[config.mk]
export PLATFORM = sky130hd
export DESIGN_NAME = bus_width_matcher
export DESIGN_NICKNAME = d
export VERILOG_FILES = /design/src/rtl/bus_width_matcher_pkg.sv /design/src/rtl/bus_width_matcher_ctrl.sv /design/src/rtl/bus_width_matcher_dp.sv /design/src/rtl/bus_width_matcher.sv
export SDC_FILE = /design/constraint.sdc
export NUM_CORES = 1
export LEC_CHECK = 0
export BUFFER_PORTS_ARGS = -buffer_cell sky130_fd_sc_hd__buf_4
export CAP_MARGIN = 20
export CORE_ASPECT_RATIO = 1.4
export CORE_MARGIN = 4
export CORE_UTILIZATION = 24
export DETAILED_ROUTE_END_ITERATION = 6
export GPL_ROUTABILITY_DRIVEN = 0
export SETUP_SLACK_MARGIN = 0.05
export SYNTH_ARGS = -nofsm -noshare
export SYNTH_HDL_FRONTEND = slang
export SYNTH_SLANG_ARGS = --single-unit
[constraint.sdc]
create_clock -name clk -period 2.1 [get_ports clk]
set_input_delay 0.105 -clock clk [delete_from_list [all_inputs] [get_ports clk]]
set_output_delay 0.105 -clock clk [all_outputs]
set_load 0.01 [all_outputs]
[src/rtl/bus_width_matcher_pkg.sv]
package bus_width_matcher_pkg;

  typedef enum logic [1:0] {
    ST_EMPTY = 2'd0,
    ST_HALF  = 2'd1,
    ST_FULL  = 2'd2
  } holdState_t;

  typedef struct packed {
    logic loadAll;
    logic loadFirst;
    logic loadSecond;
    logic pickSecond;
    logic pickLow;
  } ctlStrobes_t;

endpackage

[src/rtl/bus_width_matcher_ctrl.sv]
module bus_width_matcher_ctrl
  import bus_width_matcher_pkg::*;
(
  input  logic        clk,
  input  logic        rstN,
  input  logic        cfgWrNarrow,
  input  logic        cfgRdNarrow,
  input  logic        cfgBigEnd,
  input  logic        inValid,
  input  logic        outReady,
  output logic        inReady,
  output logic        outValid,
  output logic        wrNarrowQ,
  output logic        rdNarrowQ,
  output logic        bigEndQ,
  output ctlStrobes_t strobes
);

  holdState_t state, stateNext;
  logic passMode, splitMode, packMode;
  logic inFire, outFire;

  always_ff @(posedge clk) begin
    if (!rstN) begin
      wrNarrowQ <= cfgWrNarrow;
      rdNarrowQ <= cfgRdNarrow;
      bigEndQ   <= cfgBigEnd;
      state     <= ST_EMPTY;
    end else begin
      state <= stateNext;
    end
  end

  assign passMode  = (wrNarrowQ == rdNarrowQ);
  assign splitMode = !wrNarrowQ && rdNarrowQ;
  assign packMode  = wrNarrowQ && !rdNarrowQ;

  always_comb begin
    inReady  = 1'b0;
    outValid = 1'b0;
    if (passMode) begin
      outValid = (state == ST_FULL);
      inReady  = (state == ST_EMPTY) || ((state == ST_FULL) && outReady);
    end else if (splitMode) begin
      outValid = (state != ST_EMPTY);
      inReady  = (state == ST_EMPTY) || ((state == ST_HALF) && outReady);
    end else if (packMode) begin
      outValid = (state == ST_FULL);
      inReady  = (state != ST_FULL) || outReady;
    end
  end

  assign inFire  = inValid && inReady;
  assign outFire = outValid && outReady;

  always_comb begin
    stateNext = state;
    strobes   = '0;
    strobes.pickLow    = passMode;
    strobes.pickSecond = splitMode && (state == ST_HALF);
    if (passMode || splitMode) begin
      strobes.loadAll = inFire;
      unique case (state)
        ST_EMPTY: if (inFire) stateNext = ST_FULL;
        ST_FULL:  if (outFire) stateNext = passMode ? (inFire ? ST_FULL : ST_EMPTY) : ST_HALF;
        ST_HALF:  if (outFire) stateNext = inFire ? ST_FULL : ST_EMPTY;
        default:  stateNext = ST_EMPTY;
      endcase
    end else if (packMode) begin
      unique case (state)
        ST_EMPTY: if (inFire) begin
          strobes.loadFirst = 1'b1;
          stateNext = ST_HALF;
        end
        ST_HALF: if (inFire) begin
          strobes.loadSecond = 1'b1;
          stateNext = ST_FULL;
        end
        ST_FULL: if (outFire) begin
          strobes.loadFirst = inFire;
          stateNext = inFire ? ST_HALF : ST_EMPTY;
        end
        default: stateNext = ST_EMPTY;
      endcase
    end
  end

endmodule

[src/rtl/bus_width_matcher_dp.sv]
module bus_width_matcher_dp
  import bus_width_matcher_pkg::*;
#(
  parameter int HALF_W = 9,
  localparam int FULL_W = 2 * HALF_W
) (
  input  logic              clk,
  input  logic              rstN,
  input  ctlStrobes_t       strobes,
  input  logic              bigEnd,
  input  logic              rdNarrow,
  input  logic [FULL_W-1:0] inData,
  output logic [FULL_W-1:0] outData
);

  logic [FULL_W-1:0] holdReg;
  logic [HALF_W-1:0] upperHalf, lowerHalf, narrowOut;
  logic writeUpper, writeLower;

  assign upperHalf  = holdReg[FULL_W-1:HALF_W];
  assign lowerHalf  = holdReg[HALF_W-1:0];
  assign writeUpper = (strobes.loadFirst && bigEnd) || (strobes.loadSecond && !bigEnd);
  assign writeLower = (strobes.loadFirst && !bigEnd) || (strobes.loadSecond && bigEnd);

  always_ff @(posedge clk) begin
    if (!rstN) begin
      holdReg <= '0;
    end else if (strobes.loadAll) begin
      holdReg <= inData;
    end else begin
      if (writeUpper) holdReg[FULL_W-1:HALF_W] <= inData[HALF_W-1:0];
      if (writeLower) holdReg[HALF_W-1:0]      <= inData[HALF_W-1:0];
    end
  end

  always_comb begin
    if (strobes.pickLow)                  narrowOut = lowerHalf;
    else if (strobes.pickSecond ^ bigEnd) narrowOut = upperHalf;
    else                                  narrowOut = lowerHalf;
  end

  assign outData = rdNarrow ? {{HALF_W{1'b0}}, narrowOut} : holdReg;

endmodule

[src/rtl/bus_width_matcher.sv]
module bus_width_matcher
  import bus_width_matcher_pkg::*;
#(
  parameter int HALF_W = 9,
  localparam int FULL_W = 2 * HALF_W
) (
  input  logic              clk,
  input  logic              rstN,
  input  logic              cfgWrNarrow,
  input  logic              cfgRdNarrow,
  input  logic              cfgBigEnd,
  input  logic              inValid,
  output logic              inReady,
  input  logic [FULL_W-1:0] inData,
  output logic              outValid,
  input  logic              outReady,
  output logic [FULL_W-1:0] outData
);

  ctlStrobes_t strobes;
  logic wrNarrowQ, rdNarrowQ, bigEndQ;

  bus_width_matcher_ctrl u_ctrl (
    .clk(clk), .rstN(rstN),
    .cfgWrNarrow(cfgWrNarrow), .cfgRdNarrow(cfgRdNarrow), .cfgBigEnd(cfgBigEnd),
    .inValid(inValid), .outReady(outReady),
    .inReady(inReady), .outValid(outValid),
    .wrNarrowQ(wrNarrowQ), .rdNarrowQ(rdNarrowQ), .bigEndQ(bigEndQ),
    .strobes(strobes)
  );

  bus_width_matcher_dp #(.HALF_W(HALF_W)) u_dp (
    .clk(clk), .rstN(rstN), .strobes(strobes),
    .bigEnd(bigEndQ), .rdNarrow(rdNarrowQ),
    .inData(inData), .outData(outData)
  );

endmodule

==> summary.md <==
| Metric | Value |
|---|---|
| PortBufs | 44 |
| Clk pwr share | 19.9% |
| CTS H-tree depth | 1 |
| Fmax | 469.9 MHz |
| Gr ovfl total | 0 |
| # hold bufs at CTS | 0 |
| Gate Count Post-Synth | 154 |
| Share of the synthesized area in the top cell type | 29.09% |
| Num CTS Buffers | 3 |
| Final setup vio count | 9 |
| Maximum vdd drop | 308.1 uV |
| Yosys warns | 0 |
| Area growth, synth to finish | 39.55% |
| CP max FO | 9 |
| Routed WL | 3624 um |
| CTS tree | done |
| Critical Path End Type | primary output |
| Sequential Power Share | around 41% |
| Core Area | 5525 um^2 |
| Die Ht | slightly below 100 um |
| RSZ-0062 raised after global routing | yes |
| Cell-internal power | 0.9093 mW |
| PwrDens | 693.7 nW/um^2 |
| Hpwl dp | 2824 um |
| EDFF count, synth | 3 |
| Synth cell types | 34 |
| Status | complete, but fails checks |
| Combinational share of power | 38.9% |
| Hold Crit Class | input pin to flip-flop |
| GRT Overall Usage | between 10% and 20% |
| Core Rows | 32 |
| Final Skew | roughly 0.00078 ns |
| Worst Setup Start Kind | flip-flop |
| Via count | between 1,000 and 1,500 |
| Sw Ratio | around a third |
| Post-Syn Nets | 182 |
| Filler Cell Count | 613 |
| Sequential fraction of the synthesis area | a little over a third |
| Avg WL per Cell | 13.47 um |
| TritonRoute pass-1 iters | 4 |
| Area of the die | between 7000 and 8000 um^2 |
| First-pass GRT wire length | between 5000 and 6000 um |
| Total chip power | 1.332 mW |
| Nets@finish | 230 |
| Synth top cells by count | 22 x nand2_1, 20 x dfxtp_1, 18 x mux2i_1 |
| DRC violations left | 0 |
| Final hold vios | 0 |
| IO Count | 45 |
| Synth Flop Type | dfxtp_1 |
| Critical path required time | 2.00 ns |
| Fin crit period | 2.128 ns |
| Max clock buf depth | 2 |
| Count of pins over their slew limit | 0 |
| Vias in the first global route | 1,301 |
| Mean Syn Cell Area | 8.937 um^2 |
| Most frequent cell after synthesis | nand2_1 |
| CTS clk-pin slew, worst paths | 0.08 ns |
| Max-cap violations | 0 |
| Worst Path Arrival | 2.02 ns |
| ANT cells | 0 |
| Post-placement worst setup slack | 0.09180 ns |
| Worst setup margin | -0.02821 ns |
| Final period util | 101.3% |
| Share of post-route cells with drive strength above 1 | about a third |
| NetSw | 0.4230 mW |
| Rel. slew slack | between 60% and 70% |
| FF+latch count, synth | 23 |
| Leakage | 0.8538 nW |
| Drt first-iter violations | 49 |
| Mapped Area | 1376 um^2 |
| Largest net degree at the start of global routing | 20 |
| Critical path class | flip-flop to primary output |
| Root Buffer | clkbuf_8 |
| Clock tree sinks | 23 |
| Failing checks | negative setup slack |
| Worst Tran Pin Value | 0.4683 ns |
| Initial Utilization | 24.91% |
| Post-DR vias/cell | about 4.7 |
| ANT nets after route | 0 |
| Die Wd | 72 um |
| Initial antenna violation count | 0 |
| Insertion delay to the later sink of the worst-skew pair | 0.26 ns |
| Synth area leader | dfxtp_1 |
| Async SR Flop Fraction | 0% |
| Main area contributors after synthesis | dfxtp_1 29%, mux2i_1 13%, mux2_1 7.4% |
[power by group through the flow]
stage / logic, mW / registers [mW] / clock network [mW]
final: 0.519 / 0.549 / 0.265
after global routing: 0.572 / 0.556 / 0.295
after CTS: 0.517 / 0.549 / 0.275
after detailed placement: 0.499 / 0.561 / 0
after global placement: 0.493 / 0.559 / 0
after floorplan: 0.323 / 0.537 / 0
[state kept, by name, indices dropped and copies added (netlist names)]
signal	count
u_ctrl.wrNarrowQ	1
u_dp.holdReg	18
u_ctrl.state	2
u_ctrl.rdNarrowQ	1
u_ctrl.bigEndQ	1
[kinds of logic after synthesis]
logic type | after synthesis | share of synthesized area (%)
mux | 27 | 20.45
flops | 23 | 35.64
fa+ha+maj | 3 | 2.728
simple gates | 53 | 20.91
xor+xnor | 2 | 1.273
compound gates | 30 | 13.82
buf+inv | 16 | 5.181
[what timing repair did]
item | 4_1_cts | 5_1_grt
setup buffers | 2 | 0
setup endpoints to repair | 9 | 29
pin swaps | 1 | 0
resized for setup | 5 | 5
[critical path, cell delays in order, from the launching register on]
cell,delay [ns]
edfxtp_1,0.39
inv_1,0.07
ha_2,0.20
nand2_1,0.07
nor2_1,0.13
xnor2_1,0.11
nor3_4,0.16
buf_12,0.16
mux2_1,0.33
buf_4,0.15
[cell usage in the layout, fill, tap and decap left out, types with 2 or more instances in the layout]
cell and instances:
o21ai_0 2, edfxtp_1 3, nand2b_1 3, buf_4 50
mux2i_1 18, buf_12 2, nand4_1 3, nor2b_1 12
a211oi_1 10, a21oi_2 2, or3_4 2, inv_1 5
dfxtp_1 20, nand2_1 22, o21ai_1 2, clkbuf_8 3
a21oi_1 9, nor2_1 3, ha_2 2, mux2_1 9
[final timing paths]
path / start / endpoint / slack (ns) / depth (start not counted)
max: u_ctrl.wrNarrowQ$_DFFE_PN_ / outData[8] / -0.03 / 9
min: cfgWrNarrow / u_ctrl.wrNarrowQ$_DFFE_PN_ / 0.02 / 1
max reg2reg: u_ctrl.rdNarrowQ$_DFFE_PN_ / u_ctrl.state[0]$_SDFFE_PN0P_ / 0.02 / 8
min reg2reg: u_dp.holdReg[6]$_SDFFE_PN0P_ / u_dp.holdReg[6]$_SDFFE_PN0P_ / 0.46 / 2
[layout make-up]
| cell class | count | area, um^2 | area share, % |
|---|---|---|---|
| tap | 68 | 85.08 | 4.430 |
| timing repair buffer | 53 | 426.7 | 22.21 |
| clock buffer | 4 | 45.04 | 2.345 |
| inverter | 6 | 25.02 | 1.303 |
| multi-input combinational | 115 | 848.3 | 44.17 |
| sequential | 23 | 490.5 | 25.54 |
[metrics by stage]
step / cells / util, % / hold WS, ns / area (um^2) / setup TNS (ns)
finish: 269 / 34.76 / 0.02256 / 1921 / -0.1691
global route: 269 / 34.76 / 0.01085 / 1921 / -1.856
CTS: 269 / 34.49 / 0.01698 / 1906 / -0.4579
detailed placement: 263 / 33.17 / 0.2889 / 1833 / 0
global placement: 263 / 33.17 / 0.2904 / 1833 / 0
floorplan: 154 / - / 0.2039 / 1390 / 0
[routing by layer]
layer	wire length, um	track usage, %	vias up
met2	1948	18.77	27
met1	1497	12.41	586
met4	38	3.473	0
met5	0	0	-
met3	139	1.760	4
li1	-	-	638
(Power assumes the default switching activity.)
